===== config.mk =====
export PLATFORM = sky130hd
export DESIGN_NAME = console_uart_regs
export DESIGN_NICKNAME = d
export VERILOG_FILES = /design/src/rtl/console_uart_pkg.sv /design/src/rtl/cur_rx_queue.sv /design/src/rtl/cur_tx_holder.sv /design/src/rtl/cur_irq_eval.sv /design/src/rtl/console_uart_regs.sv
export SDC_FILE = /design/constraint.sdc
export NUM_CORES = 1
export LEC_CHECK = 0
export BUFFER_PORTS_ARGS = -buffer_cell sky130_fd_sc_hd__buf_2
export CAP_MARGIN = 20
export CORE_MARGIN = 4
export CORE_UTILIZATION = 40
export DETAILED_ROUTE_END_ITERATION = 7
export MAX_ROUTING_LAYER = met4
export PLACE_DENSITY = 0.66
export SYNTH_ARGS = -nofsm -noshare
export SYNTH_HDL_FRONTEND = slang
export SYNTH_SLANG_ARGS = --single-unit
export TNS_END_PERCENT = 30

===== constraint.sdc =====
create_clock -name clk -period 9.1 [get_ports clk]
set_clock_uncertainty 0.15 [all_clocks]
set_input_delay 0.455 -clock clk [delete_from_list [all_inputs] [get_ports clk]]
set_output_delay 0.455 -clock clk [all_outputs]
set_load 0.02 [all_outputs]

===== src/rtl/console_uart_pkg.sv =====
package console_uart_pkg;

  typedef enum logic [2:0] {
    IDX_DATA    = 3'd0,
    IDX_IEN     = 3'd1,
    IDX_IDENT   = 3'd2,
    IDX_LINE    = 3'd3,
    IDX_MODEM   = 3'd4,
    IDX_LSTAT   = 3'd5,
    IDX_MSTAT   = 3'd6,
    IDX_SCRATCH = 3'd7
  } reg_idx_e;

  localparam logic [3:0] CODE_NONE = 4'h1;
  localparam logic [3:0] CODE_THRE = 4'h2;
  localparam logic [3:0] CODE_RXD  = 4'h4;

  localparam logic [7:0] RST_MODEM  = 8'h08;
  localparam logic [7:0] RST_DIVLO  = 8'h0C;
  localparam logic [7:0] MSTAT_FIX  = 8'hB0;
  localparam logic [7:0] IDENT_TOP  = 8'hC0;

endpackage


===== src/rtl/cur_rx_queue.sv =====
module cur_rx_queue #(
  parameter int DEPTH = 64,
  parameter int W     = 8
) (
  input  logic         clk,
  input  logic         rst_n,
  input  logic         push,
  input  logic [W-1:0] push_data,
  input  logic         pop,
  input  logic         flush,
  output logic [W-1:0] head,
  output logic         empty,
  output logic         full
);
  localparam int PTR_W = (DEPTH > 1) ? $clog2(DEPTH) : 1;
  localparam int CNT_W = $clog2(DEPTH + 1);
  localparam logic [PTR_W-1:0] LAST = PTR_W'(DEPTH - 1);

  logic [W-1:0]     mem [DEPTH];
  logic [PTR_W-1:0] wr_q, wr_d, rd_q, rd_d;
  logic [CNT_W-1:0] cnt_q, cnt_d;
  logic             do_push, do_pop;

  assign empty   = (cnt_q == '0);
  assign full    = (cnt_q == CNT_W'(DEPTH));
  assign do_push = push && !full && !flush;
  assign do_pop  = pop && !empty && !flush;
  assign head    = mem[rd_q];

  always_comb begin
    wr_d  = wr_q;
    rd_d  = rd_q;
    cnt_d = cnt_q;
    if (flush) begin
      wr_d  = '0;
      rd_d  = '0;
      cnt_d = '0;
    end else begin
      if (do_push) wr_d = (wr_q == LAST) ? '0 : wr_q + 1'b1;
      if (do_pop)  rd_d = (rd_q == LAST) ? '0 : rd_q + 1'b1;
      if (do_push && !do_pop)      cnt_d = cnt_q + 1'b1;
      else if (do_pop && !do_push) cnt_d = cnt_q - 1'b1;
    end
  end

  always_ff @(posedge clk or negedge rst_n) begin
    if (!rst_n) begin
      wr_q  <= '0;
      rd_q  <= '0;
      cnt_q <= '0;
    end else begin
      wr_q  <= wr_d;
      rd_q  <= rd_d;
      cnt_q <= cnt_d;
    end
  end

  always_ff @(posedge clk) begin
    if (do_push) mem[wr_q] <= push_data;
  end


  rxq_no_overflow_chk: assert property (@(posedge clk) disable iff (!rst_n)
    cnt_q <= CNT_W'(DEPTH));


  rxq_full_holds_chk: assert property (@(posedge clk) disable iff (!rst_n)
    (full && push && !pop && !flush) |=> full);


  rxq_flush_empties_chk: assert property (@(posedge clk) disable iff (!rst_n)
    flush |=> empty);

endmodule


===== src/rtl/cur_tx_holder.sv =====
module cur_tx_holder #(
  parameter int W = 8
) (
  input  logic         clk,
  input  logic         rst_n,
  input  logic         load,
  input  logic [W-1:0] load_data,
  input  logic         discard,
  input  logic         out_ready,
  output logic         out_valid,
  output logic [W-1:0] out_data,
  output logic         busy
);
  logic         full_q, full_d;
  logic [W-1:0] data_q, data_d;
  logic         data_en;

  assign data_en = load && !full_q;

  always_comb begin
    full_d = full_q;
    data_d = data_q;
    if (discard) begin
      full_d = 1'b0;
    end else if (full_q && out_ready) begin
      full_d = 1'b0;
    end else if (data_en) begin
      full_d = 1'b1;
      data_d = load_data;
    end
  end

  always_ff @(posedge clk or negedge rst_n) begin
    if (!rst_n) begin
      full_q <= 1'b0;
      data_q <= '0;
    end else begin
      full_q <= full_d;
      if (data_en) data_q <= data_d;
    end
  end

  assign out_valid = full_q;
  assign out_data  = data_q;
  assign busy      = full_q;


  txh_stall_stable_chk: assert property (@(posedge clk) disable iff (!rst_n)
    (out_valid && !out_ready && !discard) |=> (out_valid && $stable(out_data)));

endmodule


===== src/rtl/cur_irq_eval.sv =====
module cur_irq_eval
  import console_uart_pkg::*;
(
  input  logic       clk,
  input  logic       rst_n,
  input  logic       en_rx,
  input  logic       en_tx,
  input  logic       data_ready,
  input  logic       tx_empty,
  output logic [3:0] code,
  output logic       irq
);
  logic [3:0] code_q, code_d;
  logic       irq_q, irq_d;

  always_comb begin
    if (en_rx && data_ready)    code_d = CODE_RXD;
    else if (en_tx && tx_empty) code_d = CODE_THRE;
    else                        code_d = CODE_NONE;
    irq_d = (en_rx && data_ready) || (en_tx && tx_empty);
  end

  always_ff @(posedge clk or negedge rst_n) begin
    if (!rst_n) begin
      code_q <= CODE_NONE;
      irq_q  <= 1'b0;
    end else begin
      code_q <= code_d;
      irq_q  <= irq_d;
    end
  end

  assign code = code_q;
  assign irq  = irq_q;


  irq_matches_code_chk: assert property (@(posedge clk) disable iff (!rst_n)
    irq == (code != CODE_NONE));


  irq_one_hot_code_chk: assert property (@(posedge clk) disable iff (!rst_n)
    $onehot0(code));

endmodule


===== src/rtl/console_uart_regs.sv =====
module console_uart_regs
  import console_uart_pkg::*;
#(
  parameter int ADDR_W    = 8,
  parameter int REG_SHIFT = 0,
  parameter int SIZE_W    = 3,
  parameter int IO_BYTES  = 1,
  parameter int RXQ_DEPTH = 64
) (
  input  logic              clk,
  input  logic              rst_n,
  input  logic              req_valid,
  input  logic              req_write,
  input  logic [ADDR_W-1:0] req_addr,
  input  logic [SIZE_W-1:0] req_size,
  input  logic [7:0]        req_wdata,
  output logic              rsp_valid,
  output logic [7:0]        rsp_rdata,
  output logic              rsp_err,
  output logic              tx_valid,
  input  logic              tx_ready,
  output logic [7:0]        tx_data,
  input  logic              rx_valid,
  output logic              rx_ready,
  input  logic [7:0]        rx_data,
  output logic              irq
);
  localparam int BYTE_W = 8;

  reg_idx_e   idx;
  logic       size_ok, acc_wr, acc_rd, dlab, loop_on;
  logic       q_empty, q_full, q_push, q_pop, q_flush;
  logic [7:0] q_head, q_wdata;
  logic       lb_push, rx_take, tx_load, tx_discard, hold_busy;
  logic       thre, dready;
  logic [3:0] id_code;
  logic [7:0] lstat, rd_val;

  logic [7:0] line_q, line_d, modem_q, modem_d, scr_q, scr_d;
  logic [7:0] divlo_q, divlo_d, divhi_q, divhi_d;
  logic [3:0] ien_q, ien_d;
  logic       rxen_q, rxen_d;
  logic       rsp_valid_q, rsp_err_q;
  logic [7:0] rsp_rdata_q, rsp_rdata_d;

  // Decode
  assign idx     = reg_idx_e'(3'(req_addr >> REG_SHIFT));
  assign size_ok = (req_size == SIZE_W'(IO_BYTES));
  assign acc_wr  = req_valid && size_ok && req_write;
  assign acc_rd  = req_valid && size_ok && !req_write;
  assign dlab    = line_q[7];
  assign loop_on = modem_q[4];

  // Data path steering
  assign lb_push    = acc_wr && (idx == IDX_DATA) && !dlab && loop_on;
  assign tx_load    = acc_wr && (idx == IDX_DATA) && !dlab && !loop_on;
  assign q_flush    = acc_wr && (idx == IDX_IDENT) && req_wdata[1];
  assign tx_discard = acc_wr && (idx == IDX_IDENT) && req_wdata[2];
  assign q_pop      = acc_rd && (idx == IDX_DATA) && !dlab;
  assign rx_ready   = rxen_q && !loop_on && !q_full && !q_flush;
  assign rx_take    = rx_valid && rx_ready;
  assign q_push     = lb_push || rx_take;
  assign q_wdata    = lb_push ? req_wdata : rx_data;

  cur_rx_queue #(.DEPTH(RXQ_DEPTH), .W(BYTE_W)) u_rxq (
    .clk       (clk),
    .rst_n     (rst_n),
    .push      (q_push),
    .push_data (q_wdata),
    .pop       (q_pop),
    .flush     (q_flush),
    .head      (q_head),
    .empty     (q_empty),
    .full      (q_full)
  );

  cur_tx_holder #(.W(BYTE_W)) u_txh (
    .clk       (clk),
    .rst_n     (rst_n),
    .load      (tx_load),
    .load_data (req_wdata),
    .discard   (tx_discard),
    .out_ready (tx_ready),
    .out_valid (tx_valid),
    .out_data  (tx_data),
    .busy      (hold_busy)
  );

  // Line status view
  assign dready = !q_empty;
  assign thre   = !ien_q[1] || !hold_busy;
  assign lstat  = {1'b0, thre, thre, 4'b0000, dready};

  cur_irq_eval u_irq (
    .clk        (clk),
    .rst_n      (rst_n),
    .en_rx      (ien_q[0]),
    .en_tx      (ien_q[1]),
    .data_ready (dready),
    .tx_empty   (thre),
    .code       (id_code),
    .irq        (irq)
  );

  // Read mux
  always_comb begin
    unique case (idx)
      IDX_DATA:    rd_val = dlab ? divlo_q : (q_empty ? 8'h00 : q_head);
      IDX_IEN:     rd_val = dlab ? divhi_q : {4'b0000, ien_q};
      IDX_IDENT:   rd_val = IDENT_TOP | {4'b0000, id_code};
      IDX_LINE:    rd_val = line_q;
      IDX_MODEM:   rd_val = modem_q;
      IDX_LSTAT:   rd_val = lstat;
      IDX_MSTAT:   rd_val = MSTAT_FIX;
      IDX_SCRATCH: rd_val = scr_q;
      default:     rd_val = 8'h00;
    endcase
  end

  // Register next state
  always_comb begin
    line_d  = line_q;
    modem_d = modem_q;
    scr_d   = scr_q;
    divlo_d = divlo_q;
    divhi_d = divhi_q;
    ien_d   = ien_q;
    rxen_d  = rxen_q;
    if (acc_wr) begin
      unique case (idx)
        IDX_DATA:    if (dlab) divlo_d = req_wdata;
        IDX_IEN:     if (dlab) divhi_d = req_wdata; else ien_d = req_wdata[3:0];
        IDX_IDENT:   rxen_d  = req_wdata[0];
        IDX_LINE:    line_d  = req_wdata;
        IDX_MODEM:   modem_d = req_wdata;
        IDX_SCRATCH: scr_d   = req_wdata;
        default:     ;
      endcase
    end
    rsp_rdata_d = acc_rd ? rd_val : 8'h00;
  end

  always_ff @(posedge clk or negedge rst_n) begin
    if (!rst_n) begin
      line_q      <= 8'h00;
      modem_q     <= RST_MODEM;
      scr_q       <= 8'h00;
      divlo_q     <= RST_DIVLO;
      divhi_q     <= 8'h00;
      ien_q       <= 4'h0;
      rxen_q      <= 1'b0;
      rsp_valid_q <= 1'b0;
      rsp_err_q   <= 1'b0;
      rsp_rdata_q <= 8'h00;
    end else begin
      if (acc_wr) begin
        line_q  <= line_d;
        modem_q <= modem_d;
        scr_q   <= scr_d;
        divlo_q <= divlo_d;
        divhi_q <= divhi_d;
        ien_q   <= ien_d;
        rxen_q  <= rxen_d;
      end
      rsp_valid_q <= req_valid;
      rsp_err_q   <= req_valid && !size_ok;
      rsp_rdata_q <= rsp_rdata_d;
    end
  end

  assign rsp_valid = rsp_valid_q;
  assign rsp_err   = rsp_err_q;
  assign rsp_rdata = rsp_rdata_q;


  bad_width_no_write_chk: assert property (@(posedge clk) disable iff (!rst_n)
    (req_valid && req_write && !size_ok) |=>
      ($stable(scr_q) && $stable(line_q) && $stable(modem_q) && $stable(ien_q)));


  loop_no_tx_chk: assert property (@(posedge clk) disable iff (!rst_n)
    (loop_on && !tx_valid) |=> !tx_valid);


  empty_read_zero_chk: assert property (@(posedge clk) disable iff (!rst_n)
    (acc_rd && (idx == IDX_DATA) && !dlab && q_empty) |=> (rsp_rdata == 8'h00));


  thre_forced_chk: assert property (@(posedge clk) disable iff (!rst_n)
    !ien_q[1] |-> (lstat[6:5] == 2'b11));

endmodule


# After elaboration in Yosys (flattened, before gate mapping)
# Memory sizes are Yosys's and may differ from the RTL's.
# Index checks and enable logic that the tools add are counted.
dict set report op_classes {
  add_sub_neg 4
  n_eq_ne 11
  mux 22
  n_bitwise 3
  reduce_logical 55
}
# operator count
set ops {}
lappend ops {{$pmux 8 s8} 1}
lappend ops {{$mux 8} 5}
lappend ops {{$mux 6} 6}
lappend ops {{$logic_and 1x1->1} 27}
lappend ops {{$mux 7} 3}
lappend ops {{$add 6x1->6 const B} 2}
lappend ops {{$eq 3x3->1 const B} 4}
lappend ops {{$eq 6x6->1 const B} 2}
lappend ops {{$reduce_and 3->1} 4}
lappend ops {{$logic_not 1->1} 11}
lappend ops {{$reduce_and 2->1} 4}
lappend ops {{$add 7x1->7 const B} 1}
lappend ops {{$eq 7x7->1 const B} 1}
lappend ops {{$logic_not 7->1} 1}
lappend ops {{$sub 7x1->7 const B} 1}
lappend ops {{$eq 3x1->1 const B} 2}
lappend ops {{$eq 3x2->1 const B} 2}
lappend ops {{$reduce_bool 3->1} 2}
lappend ops {{$mux 1} 5}
lappend ops {{$reduce_bool 2->1} 2}
lappend ops {{$logic_not 3->1} 1}
lappend ops {{$logic_or 1x1->1} 3}
lappend ops {{$mux 3} 1}
lappend ops {{$not 1->1} 3}
lappend ops {{$mux 2} 1}
dict set report word_totals {
  register_bits 88
  mem_bits_rw 512
  in_bits 33
  output_inout_bits 21
  elab_cells 113
  mem_count 1
}
# name depth width rd rd_ports_with_merged_regs wr line_no
set memory_table {}
lappend memory_table {u_rxq.mem 64 8 1 0 1 cur_rx_queue.sv:19} ;# logic [W-1:0] mem [DEPTH];

# Logic depth before layout (Yosys ltp)
# Gate-level depths: netlist of the first run.
dict set report logic_depth {
  depth_word 16
  depth_mapped 13
  mapped_depth_nobuf 12
}

# Hierarchy
# Synthesis of the first run repeated with hierarchy kept, for this count alone.
dict set report unflattened {
  hier_cells 1349
  hier_area_um2 24543.5
}
# module instances cells_each area_each_um2 seq_area_each_um2
set by_module_without_submodules {}
lappend by_module_without_submodules {cur_rx_queue 1 1088 21124.0 15850.2}
lappend by_module_without_submodules {console_uart_regs 1 228 2907.8 1380.1}
lappend by_module_without_submodules {cur_tx_holder 1 22 360.3 225.2}
lappend by_module_without_submodules {cur_irq_eval 1 11 151.4 101.3}

# Worst setup path after synthesis of the first run
# Ideal clock, no wire load.
dict set report synth_path {
  path_kind {input-to-reg}
  from {input req_addr[0]}
  to {register u_rxq.cnt_q[6]}
  setup_time_ns 0.079
  arrival_ns 2.981
  required_ns 8.871
  slack_ns 5.889
  stages 12
  n_path_buf 1
  path_cell_list {buf_2 > nor4_4 > nand4_2 > o2bb2ai_4 > nand2_1 > ha_1 > nor2b_1 > nor3_1 > o21bai_1 > a21oi_1 > mux2i_1 > mux2i_1}
}
dict set report synth_between {
  elab_chain_cells 12
  elab_cells_between_ends 24
  classes_between {eq/ne: 1; mux: 2; reduce/logical: 21}
}
# element line_no
set synth_lines {}
lappend synth_lines {{start: declaration} console_uart_regs.sv:14} ;# input logic [ADDR_W-1:0] req_addr,
lappend synth_lines {{$eq 3x2->1} console_uart_regs.sv:57} ;# assign q_flush = acc_wr && (idx == IDX_IDENT) && req_wdata[1];
lappend synth_lines {{$logic_and 1x1->1 (2 in series)} console_uart_regs.sv:57}
lappend synth_lines {{$logic_not 1->1} {cur_rx_queue.sv:26, cur_rx_queue.sv:27, console_uart_regs.sv:60}}
lappend synth_lines {{$logic_and 1x1->1} console_uart_regs.sv:60} ;# assign rx_ready = rxen_q && !loop_on && !q_full && !q_flush;
lappend synth_lines {{$logic_and 1x1->1} console_uart_regs.sv:61} ;# assign rx_take = rx_valid && rx_ready;
lappend synth_lines {{$logic_or 1x1->1} console_uart_regs.sv:62} ;# assign q_push = lb_push || rx_take;
lappend synth_lines {{$logic_and 1x1->1 (2 in series)} cur_rx_queue.sv:26} ;# assign do_push = push && !full && !flush;
lappend synth_lines {{$logic_and 1x1->1 / $logic_not 1->1 (equally long branches)} {cur_rx_queue.sv:41, cur_rx_queue.sv:42}}
lappend synth_lines {{$mux 7 / $logic_and 1x1->1 (equally long branches)} {cur_rx_queue.sv:41, cur_rx_queue.sv:42}}
lappend synth_lines {{$mux 7 / $reduce_bool 3->1 (equally long branches)} n/a}
lappend synth_lines {{end signal: assignment} cur_rx_queue.sv:54} ;# cnt_q <= cnt_d;
lappend synth_lines {{end: declaration} cur_rx_queue.sv:21} ;# logic [CNT_W-1:0] cnt_q, cnt_d;
# Several ways; a longest one is shown, not always the timed one.
# A chain may end at the register's enable or synchronous reset.

# Worst setup path in the final report of the first run
dict set report layout_path {
  from {register line_q[7]}
  to {memory u_rxq.mem[3][7], enable pin}
}
dict set report layout_between {
  elab_chain_cells 8
}
# element line_no
set layout_lines {}
lappend layout_lines {{start: declaration} console_uart_regs.sv:39} ;# logic [7:0] line_q, line_d, modem_q, modem_d, scr_q, scr_d;
lappend layout_lines {{start signal: assignment} console_uart_regs.sv:157} ;# line_q <= line_d;
lappend layout_lines {{$logic_not 1->1} console_uart_regs.sv:55} ;# assign lb_push = acc_wr && (idx == IDX_DATA) && !dlab && loop_on;
lappend layout_lines {{$logic_and 1x1->1 (2 in series)} console_uart_regs.sv:55}
lappend layout_lines {{$logic_or 1x1->1} console_uart_regs.sv:62}
lappend layout_lines {{$logic_and 1x1->1 (2 in series)} cur_rx_queue.sv:26}
lappend layout_lines {{$mux 1} cur_rx_queue.sv:59} ;# if (do_push) mem[wr_q] <= push_data;
lappend layout_lines {{$mux 1 (implied by the code)} cur_rx_queue.sv:59}
lappend layout_lines {{end: declaration} cur_rx_queue.sv:19}
# No other way between the ends.

==> results list, run 1 <==
* CP startpoint: line_q[7]
* Die Footprint: roughly 65000 sq um
- Width of the die: between 200 and 300 microns
* Global-route wire length before repair: ~84000 microns
* CTS tree: yes
- In the global route stage, overall resource usage came out at between 10% and 20%.
* Number of global-route vias before repair: approximately 13k
- Insertion delay to the later sink of the worst-skew pair: approximately 630 ps
* Total of buffers placed on input and output ports: between 40 and 50
* Final Wtd Congestion: roughly 0.84
- For this run, design rule violations remaining after detail routing come to 0.
- In the final timing run, aggregate negative setup slack is 0 ps.
- The detailed router placed about 13k vias in this run.
- Clock tree synthesis selected as its root buffer the cell clkbuf_16.
- Final period utilization: between 40 and 50%
* Final setup fails: 0
- Post_cts resized: 0
- Number of detailed-routing iterations run before antenna repair: 5
- The number of hold-slack violations in the final timing report came to 0.
* Y dimension of the die: around 250 microns
* Most frequently used flop master after synthesis: edfxtp_1
- Core outline area: roughly 60000 sq um
- Antenna Diode Count: 0
- The initial utilization of the core area, before any placement, comes to 40.4%.
- The startpoint identified for the worst register-to-register timing path is line_q[7].
- Most common cell after layout, fill and taps aside: edfxtp_1
- Clock-pin slew was measured on the worst setup and hold paths at ~60 ps.
* Num CTS Buffers: slightly below 60
* Post-synthesis cell type count: between 60 and 70
* Number of clock sinks: approximately 600
* Number of antenna violations at the first check in global routing: 0
- In this run the core area contains 90 standard-cell rows.
- Synth Net Count: about 1.4k
* Per-cell routed wire length: 25.2 microns
- Of all cell types, the one taking the most synthesized area is edfxtp_1.
* F_max: around 230 MHz
- At the pin with the least slew margin, the transition time is between 900 and 1000 ps.
- Data on the critical path arrives at its endpoint at 4420 ps.
- In the synthesized netlist the async set-or-reset flop fraction comes to ~15%.
- Synthesis inferred 599 register bits.
- Worst hold margin: roughly 49 ps
* Cell-by-cell trace of the critical path: nor4_4 -> nand4_2 -> o2bb2ai_4 -> nand4b_1 -> nor2_1
* Synth Instances: between 1k and 1.5k
- Hold Startpoint: req_wdata[3]
- Across the run, the number of max-cap violations was 0.
- Worst slew margin relative to its limit: ~36%
- The post-route netlist has 25.0% of its cells at a drive strength greater than 1.
- The longest clock path from root to sink contains 3 buffers.
- A synthesized cell averages between 15 and 20 sq um.
* Time the final worst path needs with I/O delays and setup: approximately 4300 ps
- Dividing total power by cell area gives a power density of approximately 220 nW/um^2.
- Sequential-to-total area share from yosys stat: between 70 and 80%
- Worst path max stage delay: ~1000 ps
- Leading cell types in the layout, fill and taps excluded: 512 x edfxtp_1, 122 x mux4_2, 103 x nor2_1, 80 x dfrtp_1, 72 x nand2_1
* Number of buffers and inverters on the critical path: 0
- The routed design has 56100 microns of wire.
* Detailed Route Iter0 Violations: 1269
- CTS H-tree lvls: 2
* Area of the mapped netlist: roughly 24000 sq um
- Worst-case vdd ir drop: between 0.00015 and 0.0002 V
* Classification of the worst-slack hold path: input port to flip-flop
- The count of nets left with antenna violations once routing finished came out at 0.
- GRT Residual Overflow: 0
- Required time worst endpoint: between 9000 and 10000 ps
- The flow ran to the end, and the final reports show no timing, DRC or antenna violations.
* Count of flip-flops with a built-in enable after synthesis: approximately 510
- Critical path class: flip-flop to flip-flop
- Post-DP HPWL: between 30000 and 40000 microns
- Pin count of the biggest net entering global routing: ~110
* Pins Over Slew Limit: 0
- Pleak: roughly 9.1 nW
- Yosys attributes the largest share of cell area to edfxtp_1 63%, mux4_2 11%, dfrtp_1 8.5%.
- Count of filler cells inserted in the layout: slightly above 5k
* Via density: ~5.8
- STA classifies the critical path endpoint as a flip-flop.
* Largest delay contributor family on the critical path: simple AND/OR/NAND/NOR gates
- Along the worst path, the maximum fanout reaches 21.
- During synthesis, Yosys emitted a total of 0 warnings.
- CP max stage cell: nor2_1
- Startpoint type of the worst setup path: flip-flop
- At the end of the flow, the number of nets in the layout was between 1k and 1.5k.
- Unrepaired setup endpoints after global routing: false
- Io pins: 54
* Layout overhead on the synthesized area: 12.3%
- Area share of the largest cell type after synthesis: 63.1%
## Yosys cell counts (all sizes together) (3+ instances only)
cell type,n
dfrtp,83
nand2b,7
o21ai,27
a21oi,27
clkbuf,34
mux2,68
o22ai,14
xnor2,3
and2,3
nor2,103
a221oi,4
dfstp,4
a311oi,3
a211oi,4
or3,5
nand4,8
o211ai,7
and3,8
a22oi,17
edfxtp,512
a22o,3
ha,8
nand4b,3
mux4,130
nor3,9
mux2i,26
nor4,4
nand2,72
or4,3
buf,38
a31oi,12
inv,10
nand3,26
nand3b,8
nor2b,11
o31a,3
## layer usage
layer / part of all wire [%] / GRT usage [%] / up-vias
li1: - / - / 5512
met1: 42 / 24.7 / 6695
met2: 48 / 27.8 / 498
met3: 6.9 / 3.00 / 111
met4: 2.9 / 5.55 / 0
met5: 0 / - / -
## cell type report
class                           count  area [sq um]  area share, %
Tap cell                          782           978           3.58
Clock inverter                     37           322           1.17
Inverter                           12          45.0          0.165
Clock buffer                       69          1570           5.73
Sequential cell                   599         17600           64.2
Timing Repair Buffer               73           488           1.78
Multi-Input combinational cell    656          6400           23.4
## worst register-to-register path: stages (launching register included)
cell	delay (ps)
dfrtp_1	730
nor4_4	400
nand4_2	400
o2bb2ai_4	490
nand4b_1	800
nor2_1	990
## power breakdown
part | switching [W] | internal (W)
Sequential | 0.0000567 | 0.00302
Combinational | 0.000288 | 0.000235
Clock | 0.00103 | 0.00134
## sequential cells by signal (all words and copies together), names as in the netlist
signal	flops
u_rxq.mem	512
divhi_q	8
divlo_q	8
line_q	8
modem_q	8
rsp_rdata	8
scr_q	8
u_txh.out_data	8
u_rxq.cnt_q	7
u_rxq.rd_q	6
u_rxq.wr_q	6
ien_q	4
u_irq.code	3
rsp_err	1
rsp_valid	1
rxen_q	1
u_irq.irq	1
u_txh.busy	1
## logic make-up after synthesis
family,count (synthesis),share of synthesized area [%]
muxes,224,16.4
xor gates and xnor gates,5,0.180
buffers and inverters,84,1.66
and+or+nand+nor,277,5.38
DFF,599,72.1
AOI/OAI and AO/OA,141,3.87
adders and majority gates,9,0.493
## per-stage QoR
step                cells  util (%)  cell area, sq um  setup WS (ps)  total power, W
floorplan            1339         -             24400           5890         0.00351
CTS                  2226      45.3             27300           4790         0.00602
global placement     2115      42.1             25400           4840         0.00365
finish               2228      45.3             27400           4780         0.00597
detailed placement   2115      42.1             25400           4790         0.00366
global route         2228      45.3             27400           4620         0.00620
## what timing repair did
item | in CTS | in global routing
setup buffers | 0 | 0
hold buffers | 5 | 0
endpoints found under the hold margin | 14 | 0
setup endpoints to repair | 0 | 0
## final timing paths
check | endpoint | slack, ps | cells after the start
setup / recovery | u_rxq.mem[3][7] | 4780 | 5
hold / removal | ien_q[3] | 50 | 2
setup reg to reg | u_rxq.mem[3][7] | 4780 | 5
hold reg to reg | u_txh.out_data[0] | 350 | 1
max in group asynchronous | divlo_q[2] | 7930 | 4
min in group asynchronous | rsp_err | 70 | 2
No activity file was read; power rests on OpenSTA's default activity.
==> run 2, diff against run 1 <==
Settings changed: ABC_AREA set to 1, PLACE_DENSITY 0.66 to 0.68.
Clock period 9.1 ns to 3.9 ns, I/O delays scaled along.
==> run 2 against run 1 <==
Effect of this change: combinational power rose to 6.6 times the previous value; cell count rose by 54%; core utilization rose by 0.41 points; clock-buffer cell count rose by 7; critical endpoint is now u_rxq.mem[47][6].
==> results list, run 2 <==
- The flow ran to the end, and the final reports show no timing, DRC or antenna violations.
- Number of detailed-routing iterations run before antenna repair: 6 (+1)
- Starting Density: 40.6% (+0.28 points)
- The worst slew margin relative to its limit came to 44.0% (+8.3 points).
* Layout Nets: 2587 (+79%)
- Number of rows in the core area: 92 (+2.2%)
* Number of buffers and inverters on the critical path: 3 (+3)
- The fraction of the core area covered by cells at the end of the flow was 45.8% (+0.41 points).
* Antenna Diode Count: 0 (unchanged)
- Switching Fraction: 30.9% (+7.9 points)
- The number of hold-slack violations in the final timing report was 0 (unchanged).
- In this run the worst hold path is classified as input port to flip-flop.
- Number of remaining DRC errors: 0 (unchanged)
* CP max stage cell: nor2_1
* Buffers from clock root to sink, at most: 3 (unchanged)
- The TritonCTS buffer count was 56 (-5.1%).
- Most frequently used flop master after synthesis: edfxtp_1
- The final RePlAce weighted congestion came to 0.960 (+14%).
- Most common cell after layout, fill and taps aside: nand2_1
- The number of endpoints failing setup at the final stage is 0 (unchanged).
- Required time worst endpoint: 4000 ps (-5200 ps)
- Total of buffers placed on input and output ports: 48 (unchanged)
- The largest incremental delay on the critical path came to 760 ps (-220 ps).
* Top post-synthesis cells by area: edfxtp_1 60%, nand2_1 12%, nand3_1 8.1%
* Number of global-route vias before repair: 17.4k (+33%)
- Count of flip-flops with a built-in enable after synthesis: 512 (unchanged)
- edfxtp_1 takes more of the synthesized area than any other cell.
- Yosys warning count: 0 (unchanged)
- The signal on the critical path passes through dlygate4sd3_1 -> buf_2 -> nor2_1 -> nand2_1 -> inv_2 -> nand3_2 -> nand2_2 -> nand2_4 -> nor2_4 -> nand2_1 -> nor2_1.
- The number of pins with negative max-slew slack in the final report was 0 (unchanged).
- For the finished layout, the period the worst path requires is 3290 ps.
- CTS tree: yes
- The clock-pin slew of the registers on the worst-case setup and hold paths was 70 ps (about the same).
- Final TNS setup: 0 ps (unchanged)
- Final period utilization: roughly 84%
* Total cell area at the placement stage: 27000 sq um (+6.5%)
* Part of the power in registers: 45.0% (-6.6 points)
- The wire length reported by the detailed router is 61900 microns (+10%).
- The number of synthesized register bits was 599 (unchanged).
- The combinational fraction of design power is 21.5% (+13 points).
* Global-route wire length before repair: 96200 microns (+14%)
- Maximum fanout encountered on the critical timing path: 13 (-38%)
* Cell with the most instances after synthesis: nand2_1
- The die width is 262 microns (+2.9%).
- Power per cell area: 553 nW/um^2 (+150%)
- Post-synthesis cell type count: 43 (-35%)
- Critical path class: input port to flip-flop
- Fraction of layout cells with a size suffix above 1: 8.14% (-17 points)
* Largest delay contributor family on the critical path: simple AND/OR/NAND/NOR gates
- The area of the die was 68700 sq um (+5.8%).
* Max-Cap Viols: 0 (unchanged)
* Y dimension of the die: 262 microns (+2.9%)
- The half-perimeter wire length of the detailed placement result is 37700 microns (+13%).
- The initial antenna violation count came to 0 (unchanged).
- Number of flip-flops in the largest register: 512 (unchanged)
- Detailed Route Iter0 Violations: 1728 (+36%)
* Via density: 5.18 (-10%)
* Net switching power: 0.00497 W (+260%)
- Synth Instances: 2501 (+87%)
- Pleak: 11.8 nW (+30%)
- Transition time at the pin with the least slew margin: 836 ps (-127 ps)
- Io pins: 54 (unchanged)
- The number of resized instances in the post-cts repair step came to 0 (unchanged).
- Register name with the most flops: u_rxq.mem
- STA classifies the critical path endpoint as a flip-flop.
- Number of clock sinks: 599 (unchanged)
* Overall routing resource usage: 18.4% (+0.45 points)
- Worst-case vdd ir drop: 0.000330 V (+110%)
- The mapped cell area is 25800 sq um (+6.0%).
- The mean post-synth cell area was 10.3 sq um (-43%).
- F_max: 304 MHz
- Summed area of non-filler cells in the final layout: 29100 sq um (+6.2%)
* Count of filler cells inserted in the layout: 5711 (+12%)
- Total power draw: 0.0161 W (+170%)
- The number of vias in the routed layout came to 17.8k (+39%).
- Startpoint type of the worst setup path: input port
* Unrepaired setup endpoints after global routing: false
* Clock power share: 33.4% (-6.3 points)
- The tree is rooted in a clkbuf_16.
- Number of routed nets with antenna violations: 0 (unchanged)
- The routed length per placed instance was 18.0 microns (-28%).
- Leaving out fill and tap cells, the most frequent cells in the layout are 855 x nand2_1, 512 x edfxtp_1, 416 x nand3_1, 221 x inv_1, 94 x nor2_1.
- Layout overhead on the synthesized area: 12.6%
- The internal power component came to 0.0111 W (+140%).
- The critical path arrival is 3390 ps (-1030 ps).
- GRT Residual Overflow: 0 (unchanged)
- The proportion of netlist area held by the largest area contributor is 59.5% (-3.6 points).
- Synth top cells by count: 855 x nand2_1, 512 x edfxtp_1, 416 x nand3_1, 231 x inv_1, 94 x nor2_1
* Insertion delay to the later sink of the worst-skew pair: 620 ps (about the same)
- Synth Net Count: 2543 (+84%)
- The number of H-tree levels was 2 (unchanged).
- Sequential-to-total area share from yosys stat: 68.0% (-4.1 points)
- Core outline area: 63500 sq um (+5.3%)
- FFs w/ async S/R, synth: 14.5% (unchanged)
- Pin count of the biggest net entering global routing: 129 (+19%)
## run 2: cell types whose count changed in the layout (fill, tap and decap cells not counted), sizes merged, moves of 14 or more
| cell | before | now |
|---|---|---|
| mux4 | 130 | 0 |
| dlygate4sd3 | 5 | 22 |
| nand2 | 72 | 860 |
| a22oi | 17 | 3 |
| inv | 12 | 242 |
| nand3 | 26 | 423 |
| mux2i | 26 | 1 |
| o21ai | 27 | 69 |
| buf | 68 | 84 |
| mux2 | 68 | 0 |
## run 2: final cells by class
type | count | area, sq um | area share, %
clock buffers | 76 | 1540 | 5.30
repair buffers | 106 | 871 | 3.00
multi-input cells | 1541 | 6850 | 23.6
clock inverters | 29 | 270 | 0.930
well taps | 846 | 1060 | 3.64
inverters | 241 | 915 | 3.15
flip-flops and latches | 599 | 17600 | 60.4
## run 2: cell families (layout without fill, tap and decap cells)
family,after synthesis,after routing,synth area share (%)
compound gates,122,122,2.55
mux,1,1,0.0388
flops,599,599,68.0
xor+xnor,7,7,0.237
fa+ha+maj,9,9,0.465
buf+inv,361,452,5.50
simple gates,1402,1402,23.2
## run 2: layer usage
metal	up-vias	share of wire (%)	global-route usage, %
met5	-	0	-
met2	689	49	30.1
met4	0	3.2	6.65
met3	116	7.0	2.47
li1	8457	-	-
met1	8539	41	23.7
## run 2: tightest hold or removal path, stage by stage
cell,delay [ps]
buf_2,70
nand3b_4,140
nor3_2,70
buf_4,160
nand2_1,70
a21oi_1,50
## run 2: worst paths after layout
kind | startpoint | end | slack, ps | cells past startpoint
min | req_size[1] | rsp_rdata[6] | 40 | 6
max in group asynchronous | rst_n | rsp_rdata[3] | 2620 | 3
max | req_addr[0] | u_rxq.mem[47][6] | 610 | 11
min in group asynchronous | rst_n | rsp_err | 70 | 2
min reg2reg | u_txh.busy | u_irq.code[1] | 320 | 1
max reg2reg | u_rxq.cnt_q[2] | u_rxq.cnt_q[6] | 730 | 20
## run 2: timing repair
action | in CTS | in global routing
buffers inserted | 0 | 0
hold buffers | 22 | 0
endpoints found under the hold margin | 127 | 0
## run 2: power by group through the flow
stage / sequential, W / clock [W] / combinational (W)
finish: 0.00725 / 0.00538 / 0.00346
global route: 0.00726 / 0.00572 / 0.00383
CTS: 0.00724 / 0.00545 / 0.00343
detailed placement: 0.00737 / 0 / 0.00339
global placement: 0.00736 / 0 / 0.00332
floorplan: 0.00734 / 0 / 0.00234
## run 2: through the flow
step | hold slack (ps) | cells | setup slack [ps]
after global placement | 150 | 3311 | 680
final | 38.5 | 3438 | 610
after CTS | 5.33 | 3438 | 640
after floorplan | -251 | 2501 | 1360
after global routing | 45.1 | 3438 | 451
after detailed placement | 150 | 3311 | 551
==> run 3, diff against run 2 <==
Clock period 3.9 ns to 2.95 ns, I/O delays scaled along.
==> run 3 against run 2 <==
Effect of this change: the flow now finishes with violations (negative hold slack); global-route usage grew 0.93 points; core utilization increased by 1.3 points; first-iteration DRC count fell by 0.64%; sequential power up 32%; sequential share of layout area shrank 1.7 points; register-to-register slack got worse by 480 ps; design area is 2.8% higher; combinational power increased by 35%; critical path depth up 3; via count up 2.6%.
==> results list, run 3 (same netlist as run 2, synthesis figures left out) <==
- The run finished, with violations left.
- Failing checks: negative hold slack
* Clock tree root buffer cell: clkbuf_16
* Leading cell types in the layout, fill and taps excluded: 854 x nand2_1, 512 x edfxtp_1, 416 x nand3_1, 221 x inv_1, 96 x buf_4
* Pin count of the biggest net entering global routing: 131 (+1.6%)
* Most common cell after layout, fill and taps aside: nand2_1
- The die span in y was 262 microns (unchanged).
* Detailed Route Iter0 Violations: 1717 (-0.64%)
- Pleak: 12.3 nW (+4.2%)
* Overall via count from detail_route: 18.3k (+2.6%)
* Fraction of the core area covered by cells at the end of the flow: 47.0% (+1.3 points)
- The starting density of the core was 40.6% (unchanged).
- Final Hold Fails: 11 (+11)
- The post-route worst hold slack is -10.3 ps (-48.8 ps).
- Clk slew on worst S/H paths: 60 ps (about the same)
- Die Footprint: 68700 sq um (unchanged)
- The all-layer global routing usage came to 19.3% (+0.93 points).
- CTS H-tree lvls: 2 (unchanged)
- The global-route wire length before repair came to 101000 microns (+5.0%).
* Startpoint type of the worst setup path: flip-flop
- The die width came to 262 microns (unchanged).
- The maximum fanout along the worst path came to 62 (+49).
- Number of flip-flops in the largest register: 512 (unchanged)
- The data required time of the critical path came to 3290 ps (-710 ps).
- Classification of the worst-slack hold path: input port to asynchronous set/reset pin
* Transition time at the pin with the least slew margin: 850 ps (+13.2 ps)
- The final RePlAce weighted congestion came to 0.892 (-7.1%).
- The number of buffers inserted by post-CTS setup repair came to 0 (unchanged).
* Post-DP HPWL: 38900 microns (+3.3%)
- The number of iterations in the first detailed-routing pass came to 6 (unchanged).
- Layout Nets: 2672 (+3.3%)
- The sequential cell area came to 17600 sq um (unchanged).
* Time the final worst path needs with I/O delays and setup: around 2700 ps
- The reported max-cap violation count is 0 (unchanged).
- Number of global-route vias before repair: 17.9k (+3.2%)
* Category of the worst setup path capture point: flip-flop
* Buffers from clock root to sink, at most: 3 (unchanged)
- The total congestion overflow was 0 (unchanged).
* Unrepaired setup endpoints after global routing: false
- The ratio of cells with drive above 1 in the final layout was 11.0% (+2.8 points).
* Num CTS Buffers: 61 (+8.9%)
- The count of standard-cell rows was 92 (unchanged).
* Final TNS setup: 0 ps (unchanged)
- Derived from the worst setup path, the maximum achievable clock frequency is around 370 MHz.
- The critical path arrival was 3040 ps (-350 ps).
- Number of antenna violations at the first check in global routing: 0 (unchanged)
- Final period utilization: between 90% and 100%
* Via density: 5.18 (about the same)
- The combined area of the multi-input logic cells came to 6880 sq um (+0.37%).
- Register name with the most flops: u_rxq.mem
* Insertion delay to the later sink of the worst-skew pair: 620 ps (about the same)
* Number of routed nets with antenna violations: 0 (unchanged)
- Core outline area: 63500 sq um (unchanged)
* Worst slew margin relative to its limit: 43.4% (-0.68 points)
* Per-cell routed wire length: 18.5 microns (+2.6%)
- Io pins: 54 (unchanged)
- Number of clock sinks: 599 (unchanged)
- TritonCTS built the clock tree.
- The wire length reported by the detailed router was 65200 microns (+5.2%).
- Critical path class: flip-flop to flip-flop
* Antenna Diode Count: 0 (unchanged)
- Total of buffers placed on input and output ports: 48 (unchanged)
- The number of design rule violations left after detail routing came to 0 (unchanged).
- Worst-case vdd ir drop: 0.000556 V (+68%)
* Layout overhead on the synthesized area: 15.7%
- Power per cell area: 725 nW/um^2 (+31%)
- Count of filler cells inserted in the layout: 5689 (-0.39%)
- The number of pins with negative max-slew slack in the final report came to 0 (unchanged).
- Final setup fails: 0 (unchanged)
run 3: where the power goes:
group          internal (W)  total, W  switching [W]
logic               0.00137   0.00468        0.00330
clock network       0.00426   0.00742        0.00316
registers           0.00939   0.00959       0.000198
total                0.0150    0.0217        0.00666
run 3: worst paths after layout:
check | startpoint | to | slack, ps | cells after the start
max | u_rxq.rd_q[0] | rsp_rdata[0] | 250 | 14
min | rst_n | u_irq.irq | -10 | 2
max reg2reg | u_rxq.rd_q[0] | rsp_rdata[0] | 250 | 14
min reg2reg | divhi_q[2] | divhi_q[2] | 330 | 2
max in group asynchronous | rst_n | modem_q[3] | 1840 | 3
min in group clk | rx_data[7] | u_rxq.mem[31][7] | 90 | 3
run 3: timing repair:
action / CTS / global route
resized for setup: 0 / 5
hold buffers: 23 / 0
endpoints found under the setup margin: 0 / 2
endpoints found under the hold margin: 125 / 0
run 3: cell type report:
cell class	count	area share (%)
well taps	846	3.54
inverters	241	3.06
multi-input cells	1541	23.0
flip-flops and latches	599	58.8
repair buffers	186	5.31
clock buffers	78	5.39
clock inverters	33	0.942
run 3: per-layer routing:
layer  up-vias  track usage, %  wire, microns
met4         0            5.75           1810
met2       700            31.1          31500
met1      8816            25.4          27000
li1       8624               -              -
met5         -               -              0
met3       120            3.51           4840
run 3: critical path: stages, from the launching register on:
cell and delay [ps]:
dfrtp_4 530, inv_6 340, buf_12 300, buf_4 250, nand2_1 70, nand3_1 80
nand3_1 120, nand3_1 110, nand2_1 70, nand2_1 50, nand2_1 50, inv_1 50
nand2_1 100, nand2_1 120, a21oi_1 90
run 3: metrics by stage:
stage               std cells  power (W)  instance area [sq um]  worst slack [ps]  hold WS, ps
finish                   3524     0.0217                  29900               251        -10.3
global route             3524     0.0226                  29900              21.4         42.5
CTS                      3524     0.0217                  29900               122         2.11
detailed placement       3390     0.0143                  27700               151          109
global placement         3390     0.0142                  27700               153         92.0
floorplan                2501     0.0128                  25800               440         -298
